===== config.mk =====
export PLATFORM = sky130hd
export DESIGN_NAME = sdr_init_refresh
export DESIGN_NICKNAME = d
export VERILOG_FILES = /design/src/rtl/sdr_seq_pkg.sv /design/src/rtl/sdr_init_seq.sv /design/src/rtl/sdr_refi_timer.sv /design/src/rtl/sdr_cmd_enc.sv /design/src/rtl/sdr_init_refresh.sv
export SDC_FILE = /design/constraint.sdc
export NUM_CORES = 1
export LEC_CHECK = 0
export BUFFER_PORTS_ARGS = -buffer_cell sky130_fd_sc_hd__buf_2
export CAP_MARGIN = 20
export CORE_MARGIN = 5
export CORE_UTILIZATION = 50
export CTS_CLUSTER_DIAMETER = 30
export DETAILED_ROUTE_END_ITERATION = 6
export PLACE_DENSITY = 0.69
export SETUP_SLACK_MARGIN = 0.2
export SKIP_LAST_GASP = 1
export SYNTH_ARGS = -nofsm -noshare
export SYNTH_HDL_FRONTEND = slang
export SYNTH_SLANG_ARGS = --single-unit

===== constraint.sdc =====
create_clock -name clk -period 1.97 [get_ports clk]
set_clock_uncertainty 0.1 [all_clocks]
set_input_delay 0.197 -clock clk [delete_from_list [all_inputs] [get_ports clk]]
set_output_delay 0.197 -clock clk [all_outputs]
set_load 0.005 [all_outputs]

===== src/rtl/sdr_seq_pkg.sv =====
package sdr_seq_pkg;
  typedef enum logic [2:0] {
    ST_PAUSE, ST_PRE, ST_MRS, ST_AREF, ST_GAP, ST_IDLE, ST_RREF, ST_RGAP
  } seq_st_t;

  // {cs_n, ras_n, cas_n, we_n}
  localparam logic [3:0] CMD_NOP = 4'b0111;
  localparam logic [3:0] CMD_PRE = 4'b0010;
  localparam logic [3:0] CMD_REF = 4'b0001;
  localparam logic [3:0] CMD_MRS = 4'b0000;
endpackage


===== src/rtl/sdr_init_seq.sv =====
module sdr_init_seq
  import sdr_seq_pkg::*;
#(
  parameter int PAUSE_CYC  = 20000,
  parameter int TRP_CYC    = 3,
  parameter int TMRD_CYC   = 2,
  parameter int TRC_CYC    = 9,
  parameter int INIT_REFS  = 8,
  parameter bit MODE_FIRST = 1'b1
) (
  input  logic    clk,
  input  logic    rst_n,
  input  logic    ref_take,
  output seq_st_t st
);
  localparam int GAP_MAX = (TRC_CYC > TRP_CYC) ? ((TRC_CYC > TMRD_CYC) ? TRC_CYC : TMRD_CYC)
                                               : ((TRP_CYC > TMRD_CYC) ? TRP_CYC : TMRD_CYC);
  localparam int CNT_MAX = (PAUSE_CYC > GAP_MAX) ? PAUSE_CYC : GAP_MAX;
  localparam int CW      = $clog2(CNT_MAX + 1);
  localparam int NW      = $clog2(INIT_REFS + 1);

  seq_st_t         st_q, st_d, after_gap;
  logic [CW-1:0]   cnt_q, cnt_d;
  logic [NW-1:0]   nref_q, nref_d;
  logic            mrs_q, mrs_d;

  always_comb begin
    if (!mrs_q && (MODE_FIRST || nref_q == NW'(INIT_REFS))) after_gap = ST_MRS;
    else if (nref_q != NW'(INIT_REFS))                         after_gap = ST_AREF;
    else                                                       after_gap = ST_IDLE;
  end

  always_comb begin
    st_d   = st_q;
    cnt_d  = cnt_q;
    nref_d = nref_q;
    mrs_d  = mrs_q;
    case (st_q)
      ST_PAUSE: if (cnt_q == CW'(PAUSE_CYC)) st_d = ST_PRE;
                else                         cnt_d = cnt_q + 1'b1;
      ST_PRE:   begin st_d = ST_GAP; cnt_d = CW'(TRP_CYC - 2); end
      ST_MRS:   begin st_d = ST_GAP; cnt_d = CW'(TMRD_CYC - 2); mrs_d = 1'b1; end
      ST_AREF:  begin st_d = ST_GAP; cnt_d = CW'(TRC_CYC - 2); nref_d = nref_q + 1'b1; end
      ST_GAP:   if (cnt_q == '0) st_d = after_gap;
                else             cnt_d = cnt_q - 1'b1;
      ST_IDLE:  if (ref_take) st_d = ST_RREF;
      ST_RREF:  begin st_d = ST_RGAP; cnt_d = CW'(TRC_CYC - 2); end
      ST_RGAP:  if (cnt_q == '0) st_d = ST_IDLE;
                else             cnt_d = cnt_q - 1'b1;
      default:  st_d = ST_PAUSE;
    endcase
  end

  always_ff @(posedge clk or negedge rst_n) begin
    if (!rst_n) begin
      st_q   <= ST_PAUSE;
      cnt_q  <= '0;
      nref_q <= '0;
      mrs_q  <= 1'b0;
    end else begin
      st_q   <= st_d;
      cnt_q  <= cnt_d;
      nref_q <= nref_d;
      mrs_q  <= mrs_d;
    end
  end

  assign st = st_q;


  nref_bound_chk: assert property (@(posedge clk) disable iff (!rst_n)
    (st_q == ST_AREF) |-> (nref_q < NW'(INIT_REFS)));


  gap_bound_chk: assert property (@(posedge clk) disable iff (!rst_n)
    (st_q == ST_GAP || st_q == ST_RGAP) |-> (cnt_q <= CW'(GAP_MAX)));
endmodule


===== src/rtl/sdr_refi_timer.sv =====
module sdr_refi_timer #(
  parameter int REFI_CYC = 1560
) (
  input  logic clk,
  input  logic rst_n,
  input  logic ready,
  input  logic issue,
  output logic req,
  output logic ovf
);
  localparam int RW = $clog2(REFI_CYC + 1);

  logic [RW-1:0] cnt_q, cnt_d;
  logic          req_q, req_d, ovf_q, ovf_d;

  always_comb begin
    cnt_d = cnt_q;
    req_d = req_q;
    ovf_d = ovf_q;
    if (!ready) begin
      cnt_d = RW'(REFI_CYC - 1);
      req_d = 1'b0;
    end else if (issue) begin
      cnt_d = RW'(REFI_CYC - 2);
      req_d = 1'b0;
    end else if (cnt_q == '0) begin
      cnt_d = RW'(REFI_CYC - 1);
      req_d = 1'b1;
      if (req_q) ovf_d = 1'b1;
    end else begin
      cnt_d = cnt_q - 1'b1;
    end
  end

  always_ff @(posedge clk or negedge rst_n) begin
    if (!rst_n) begin
      cnt_q <= RW'(REFI_CYC - 1);
      req_q <= 1'b0;
      ovf_q <= 1'b0;
    end else begin
      cnt_q <= cnt_d;
      req_q <= req_d;
      ovf_q <= ovf_d;
    end
  end

  assign req = req_q;
  assign ovf = ovf_q;


  ovf_needs_req_chk: assert property (@(posedge clk) disable iff (!rst_n)
    $rose(ovf_q) |-> $past(req_q));
endmodule


===== src/rtl/sdr_cmd_enc.sv =====
module sdr_cmd_enc
  import sdr_seq_pkg::*;
#(
  parameter int              ADDR_W   = 11,
  parameter int              AP_BIT   = 10,
  parameter logic [ADDR_W-1:0] MODE_VAL = 'h032
) (
  input  seq_st_t           st,
  output logic [3:0]        cmd,
  output logic [ADDR_W-1:0] addr,
  output logic              ba
);
  always_comb begin
    cmd  = CMD_NOP;
    addr = '0;
    ba   = 1'b0;
    case (st)
      ST_PRE:           begin cmd = CMD_PRE; addr[AP_BIT] = 1'b1; end
      ST_MRS:           begin cmd = CMD_MRS; addr = MODE_VAL; end
      ST_AREF, ST_RREF: cmd = CMD_REF;
      default:          cmd = CMD_NOP;
    endcase
  end
endmodule


===== src/rtl/sdr_init_refresh.sv =====
module sdr_init_refresh
  import sdr_seq_pkg::*;
#(
  parameter int                CLK_PERIOD_NS = 10,
  parameter int                PAUSE_NS      = 200000,
  parameter int                REFI_NS       = 15600,
  parameter int                TRP_CYC       = 3,
  parameter int                TMRD_CYC      = 2,
  parameter int                TRC_CYC       = 9,
  parameter int                INIT_REFS     = 8,
  parameter bit                MODE_FIRST    = 1'b1,
  parameter int                ADDR_W        = 11,
  parameter int                AP_BIT        = 10,
  parameter logic [ADDR_W-1:0] MODE_VAL      = 'h032
) (
  input  logic              clk,
  input  logic              rst_n,
  input  logic              ref_gnt,
  output logic              cs_n,
  output logic              ras_n,
  output logic              cas_n,
  output logic              we_n,
  output logic              cke,
  output logic              dqm,
  output logic [ADDR_W-1:0] addr,
  output logic              ba,
  output logic              ready,
  output logic              ref_req,
  output logic              busy,
  output logic              ovf_err
);
  localparam int PAUSE_CYC = (PAUSE_NS + CLK_PERIOD_NS - 1) / CLK_PERIOD_NS;
  localparam int REFI_CYC  = REFI_NS / CLK_PERIOD_NS;

  logic [1:0] rst_sync;
  logic       rst_s;
  seq_st_t    st;
  logic [3:0] cmd;

  always_ff @(posedge clk or negedge rst_n) begin
    if (!rst_n) rst_sync <= 2'b00;
    else        rst_sync <= {rst_sync[0], 1'b1};
  end
  assign rst_s = rst_sync[1];

  sdr_init_seq #(
    .PAUSE_CYC(PAUSE_CYC), .TRP_CYC(TRP_CYC), .TMRD_CYC(TMRD_CYC),
    .TRC_CYC(TRC_CYC), .INIT_REFS(INIT_REFS), .MODE_FIRST(MODE_FIRST)
  ) u_seq (
    .clk(clk), .rst_n(rst_s), .ref_take(ref_req & ref_gnt), .st(st)
  );

  sdr_refi_timer #(.REFI_CYC(REFI_CYC)) u_tmr (
    .clk(clk), .rst_n(rst_s), .ready(ready), .issue(st == ST_RREF),
    .req(ref_req), .ovf(ovf_err)
  );

  sdr_cmd_enc #(.ADDR_W(ADDR_W), .AP_BIT(AP_BIT), .MODE_VAL(MODE_VAL)) u_enc (
    .st(st), .cmd(cmd), .addr(addr), .ba(ba)
  );

  assign {cs_n, ras_n, cas_n, we_n} = cmd;
  assign cke   = 1'b1;
  assign dqm   = 1'b1;
  assign ready = (st == ST_IDLE) || (st == ST_RREF) || (st == ST_RGAP);
  assign busy  = (st == ST_RREF) || (st == ST_RGAP);


  req_needs_ready_chk: assert property (@(posedge clk) disable iff (!rst_s)
    ref_req |-> ready);


  ready_hold_chk: assert property (@(posedge clk) disable iff (!rst_s)
    ready |=> ready);


  ovf_sticky_chk: assert property (@(posedge clk) disable iff (!rst_s)
    ovf_err |=> ovf_err);


  req_hold_chk: assert property (@(posedge clk) disable iff (!rst_s)
    (ref_req && cmd != CMD_REF) |=> ref_req);


  busy_on_ref_chk: assert property (@(posedge clk) disable iff (!rst_s)
    (ready && cmd == CMD_REF) |-> busy);


  nop_after_ref_chk: assert property (@(posedge clk) disable iff (!rst_s)
    (cmd == CMD_REF) |=> (cmd == CMD_NOP));
endmodule


==> run metrics, run 1 <==
slowest stage delay, CP 0.42 ns; CP max stage cell dfrtp_1; WP data arrival 2.81 ns; clk_lat worst skew 0.30 ns; launch point of the worst path u_seq.st[1]; Peak VDD IR 0.300 mV; Post-Synth XOR/XNOR Area 0.0602; adder-cell area share of the yosys netlist 0.0936; # H-tree levels 2; die area ~0.0068 mm²; r2r setup slk -0.74 ns; post-synthesis mux area share 0.00764; Primary FF master, synth dfrtp_1; clock tree from TritonCTS yes; final std cell area, no fill 0.00387 mm²; Netlist cell types 59; GRT Residual Overflow 0; Diodes inserted 0; RD Place Congestion approximately 0.87; final hold vios 0; post-synthesis compound-gate area fraction 0.193; setup slack after layout -0.744 ns; router iterations before antenna repair 5; failing checks setup timing; initial antenna violation count 0; Reg clk slew, reported paths about 0.090 ns; Max Fclk 368 MHz; post-route minimum period between 2 and 3 ns; P_leak roughly 1.9 nW; register area share after synthesis 0.366; Placed Area about 0.0032 mm²; Startpoint Class flop; RSZ-0062 raised after global routing yes; Worst R2R Start u_seq.st[1]; Register-to-Register Path Depth 12; Post-Synthesis Cells 293; Yosys reg bits 38; Routed Antenna Nets 0; DR vias 2644; period utilisation layout 1.38; crit-path max FO 5; Fin Hold WS 0.101 ns; root cell of the clock tree clkbuf_8; WS Path Type reg -> reg; final setup fails 16; yosys warns 0; Fin Setup TNS -7.77 ns; I/O Pins 25; WP data required around 2 ns; worst slack, placed -0.676 ns; All-Layer GR Usage 0.240; syn_area_per_cell 8.94 µm²; Final HPWL DP 4.57 mm; pwr dens ~360 mW/mm²; largest net degree at the start of global routing 25; Die W approximately 80 µm; placed cells 426; core area a little over 0.005 mm²; Rows 26; number of DRC markers in iteration 0 263; layout cells sized above 1 0.457; maxcap violations 0; cells along the critical path xnor2_2 > and2_4 > buf_12 > ha_4 > buf_4 > nand3_2 > nand2_2 > buf_6 > o211ai_1 > nand2_1 > xor2_1 > a22o_1; CP Capture Type flop; largest family of logic cells by synthesized area simple AND/OR/NAND/NOR gates; maximum buffer depth of the clock tree 2; Mapped Area 0.00262 mm²; Slew Limit Fails 0; Slew @ Worst Pin between 0.6 and 0.7 ns; drc violations 0; Die H 82.4 µm; vias per std cell 5.70; run status finished, violations left; EDFF count, synth 0; fin cells 464; RR Endpoint u_seq.cnt_q[7]; simple-gate share of the synthesized area 0.207; Async S/R FF share, synth 1.00; Worst setup endpoint u_seq.cnt_q[7]; HP Class in -> async; vias in the first global route 2605; Rel. slew slack 0.570; Avg WL per Cell 18.0 µm; Fillers 326; first-pass GRT wire length 12.4 mm; area grow syn2layout 47.8%; Final Routed Wirelength 8.35 mm; Port Buffers 13; CTS Sinks 38; Layout Nets 415; CTS Buf Count 5; initial cell density of the core 0.513
stage by stage:
| stage | power [mW] | utilization |
|---|---|---|
| 3_3_place_gp | 0.825 | 0.630 |
| 4_1_cts | 1.41 | 0.728 |
| 2_1_floorplan | 0.828 | - |
| 6_report | 1.41 | 0.758 |
| 3_5_place_dp | 0.826 | 0.630 |
| 5_1_grt | 1.46 | 0.758 |
synth_stat cells, types with 3 or more instances:
master    count  share of area
nor2_1       31          0.044
ha_1         18          0.086
o21ai_0      10          0.019
nand2_1      40          0.057
xnor2_1      14          0.047
clkbuf_1      5         0.0072
or3_1         3         0.0072
a21oi_1      13          0.025
nor4_1        4         0.0096
nor3_1        6          0.011
dfstp_2       6          0.060
nand3_1       9          0.017
or2_2         4         0.0096
o31ai_1       5          0.014
inv_1        10          0.014
o41ai_1       5          0.017
a21o_1        3         0.0086
dfrtp_1      32           0.31
buf_4        15          0.043
xor2_1        4          0.013
a211o_1       3          0.010
per-layer routing:
layer  GRT usage  wire length (µm)  vias to the layer above
met4      0.0814               379                        0
met3      0.0423               315                       35
met5           0                 0                        -
met1       0.287              3480                     1308
met2       0.431              4170                       83
li1            -                 -                     1218
power by group:
group	switching, mW	leakage [nW]	internal, mW
Sequential	0.00655	0.458	0.782
Combinational	0.0171	1.36	0.00668
Clock	0.318	0.0472	0.282
cell families (layout without fill, tap and decap cells):
| group | Yosys count | after routing |
|---|---|---|
| xor gates and xnor gates | 18 | 18 |
| other | 2 | 12 |
| muxes | 2 | 2 |
| adders and majority gates | 19 | 19 |
| buffers and inverters | 33 | 123 |
| DFF | 38 | 38 |
| and+or+nand+nor | 116 | 117 |
| AOI/OAI and AO/OA | 65 | 65 |
area by class of cell:
type	count	area, µm²	area share
well taps	70	87.6	0.0226
multi-input cells	233	1830	0.473
flip-flops and latches	38	958	0.248
clock buffers	6	82.6	0.0213
clock inverters	2	12.5	0.00323
repair buffers	104	860	0.222
inverters	11	41.3	0.0107
cell usage in the layout, fill, tap and decap left out, drive strengths merged, types with 6 or more instances in the layout:
cell and n:
nor2 31, buf 103, dfrtp 32, clkbuf 6, xnor2 14, a21oi 14
nand2 41, conb 12, o21ai 12, inv 11, o31ai 6, dfstp 6
nor3 6, ha 18, nand3 9
worst max-delay path, delay by kind of cell, from the launching register on:
family	cells	cell delay (ns)
compound gates	2	0.59
xor+xnor	2	0.38
fa+ha+maj	1	0.20
buf+inv	3	0.41
flops	1	0.42
simple gates	4	0.51
worst min path at each step:
stage,start,end,depth (start not counted)
after floorplan,rst_n,rst_sync[0],0
after global placement,rst_n,rst_sync[0],1
after detailed placement,rst_n,rst_sync[0],1
after CTS,rst_n,rst_sync[1],2
after global routing,rst_n,rst_sync[0],2
final,rst_n,rst_sync[1],2
registers in the layout, summed over array words and instances (netlist names):
register	cells
u_seq.mrs_q	1
rst_sync	2
u_seq.nref_q	4
u_seq.st	3
u_tmr.cnt_q	11
u_tmr.ovf	1
u_seq.cnt_q	15
u_tmr.req	1
repair_timing:
action	4_1_cts	5_1_grt
endpoints found under the hold margin	2	0
gates resized for setup	53	20
hold buffers	1	0
setup buffers	20	7
cloned	2	0
endpoints found under the setup margin	34	37
pin swaps	25	15
Power figures use the tool's default switching activity.
==> run 2, diff against run 1 <==
==> constraint.sdc (replaced) <==
create_clock -name clk -period 1.97 [get_ports clk]
set_clock_uncertainty 0.1 [all_clocks]
set_input_delay 0.394 -clock clk [delete_from_list [all_inputs] [get_ports clk]]
set_output_delay 0.394 -clock clk [all_outputs]
set_load 0.005 [all_outputs]
==> run 2 against run 1 <==
  * The flow still finishes with violations (setup timing)
  * Sequential power down 0.6%
  * Sequential share of layout area down 1.1 points
  * Utilization up 3.6 points
  * Largest cell class unchanged
  * Routed wire length up 5.4%
==> run metrics, run 2 (synthesized netlist as in run 1, its figures left out) <==
run status finished, violations left; Top cell by count, worst path buf_4; Largest Register u_seq.cnt_q; maxcap violations 0; vias per std cell 5.69; initial cell density of the core 0.513; maximum buffer depth of the clock tree 2; final hold vios 0; met2 usage 0.418; core area 0.00511 mm²; router iterations before antenna repair 4; Final HPWL DP 4.63 mm; RD Place Congestion 0.894; CTS Buf Count 5; final setup fails 17; area grow syn2layout 54.9%; Die H approximately 82 µm; period utilisation layout 1.39; Port Buffers 13; CP Capture Type flop; crit-path max FO 7; r2r setup slk -0.76 ns; drc violations 0; RR Endpoint u_seq.cnt_q[14]; commonest non-fill, non-tap cells in the layout 81 x buf_4, 32 x nand2_1, 32 x dfrtp_1; WP data arrival ~2.8 ns; clk_lat worst skew 0.30 ns; All-Layer GR Usage 0.241; Largest regs u_seq.cnt_q (15), u_tmr.cnt_q (11), u_seq.nref_q (4); WS Path Type reg -> reg; Layout Nets 424; commonest non-fill, non-tap cell in the layout buf_4; GRT Residual Overflow 0; I/O Pins 25; CTS Sinks 38; layout cells sized above 1 0.519; Fin Setup TNS -8.21 ns; RSZ-0062 raised after global routing yes; Crit path buffers/inverters 2; number of DRC markers in iteration 0 ~180; first-pass GRT wire length 12.4 mm; grt met1 use 0.296; max reg flops 15; initial antenna violation count 0; met3 Usage GRT 0.0434; fin cells 473; cells along the critical path xnor2_2 > and2_4 > buf_4 > buf_4 > ha_4 > and3_2 > nand3_1 > a21oi_2 > a2111oi_4 > mux2i_1 > o211ai_2; GRT busiest layer met2; post-route minimum period 2.73 ns; slowest stage delay, CP 0.42 ns; Largest delay share family, worst path simple AND/OR/NAND/NOR gates; die area 0.00678 mm²; P_leak 1.92 nW; launch point of the worst path u_seq.st[1]; root cell of the clock tree clkbuf_8; Worst R2R Start u_seq.st[1]; pwr dens 344 mW/mm²; placed cells 426; vias in the first global route 2573; DR vias between 2000 and 3000; Avg WL per Cell 18.6 µm; Register-to-Register Path Depth 11; Final Routed Wirelength 8.80 mm; largest net degree at the start of global routing 37; # H-tree levels 2; Worst path depth 11; clock tree from TritonCTS yes; Max Fclk approximately 370 MHz; Diodes inserted 0; WP data required between 2 and 2.5 ns; failing checks setup timing; HP Class reg -> async; Slew Limit Fails 0; CP max stage cell dfrtp_1; Routed Antenna Nets 0; setup slack after layout -0.765 ns; Die W 82.4 µm; Reg clk slew, reported paths ~0.090 ns; Rows 26; Fin Hold WS approximately 0.2 ns; Peak VDD IR 0.435 mV; Startpoint Class flop
-- run 2: cell types whose count changed in the layout (fill, tap and decap cells not counted), moves of 4 or more --
cell | before | now
buf_6 | 15 | 20
buf_4 | 72 | 81
ha_1 | 14 | 10
ha_4 | 4 | 8
-- run 2: repair_timing --
action,in CTS,in global routing
buffers inserted,19,17
gates resized for setup,61,42
gates cloned,2,0
hold buffers,1,0
endpoints found under the hold margin,2,0
pin swaps,27,18
endpoints found under the setup margin,37,40
-- run 2: cell type report --
type                            instances  area, µm²
Clock buffer                            6       82.6
Inverter                               11       46.3
Sequential cell                        38        958
Multi-Input combinational cell        233       1960
Clock inverter                          2       12.5
Timing Repair Buffer                  113        913
Fill cell                             301       1050
Tap cell                               70       87.6
-- run 2: worst max path at each step --
stage	end	slack, ns
finish	u_seq.cnt_q[14]	-0.76
global route	u_seq.cnt_q[14]	-0.83
detailed placement	u_seq.cnt_q[8]	-0.70
CTS	u_seq.cnt_q[14]	-0.67
global placement	u_seq.cnt_q[8]	-0.67
floorplan	u_seq.cnt_q[8]	-0.56
-- run 2: stage by stage --
| stage | instance area [µm²] | utilization | total power [mW] | worst slack (ns) |
|---|---|---|---|---|
| finish | 4060 | 0.794 | 1.40 | -0.765 |
| global route | 4060 | 0.794 | 1.44 | -0.827 |
| CTS | 3740 | 0.733 | 1.40 | -0.665 |
| detailed placement | 3210 | 0.628 | 0.822 | -0.700 |
| global placement | 3210 | 0.628 | 0.821 | -0.666 |
| floorplan | 2740 | - | 0.828 | -0.560 |
-- run 2: metal layers --
metal | share of wire | up-vias
met4 | 0.040 | 0
met2 | 0.50 | 122
met1 | 0.39 | 1305
met5 | 0 | -
met3 | 0.068 | 31
li1 | - | 1232
-- run 2: power breakdown --
group | total (mW) | switching (mW) | internal, mW
Combinational | 0.0261 | 0.0221 | 0.00404
Clock | 0.588 | 0.306 | 0.282
Sequential | 0.783 | 0.000596 | 0.782
Total | 1.40 | 0.329 | 1.07
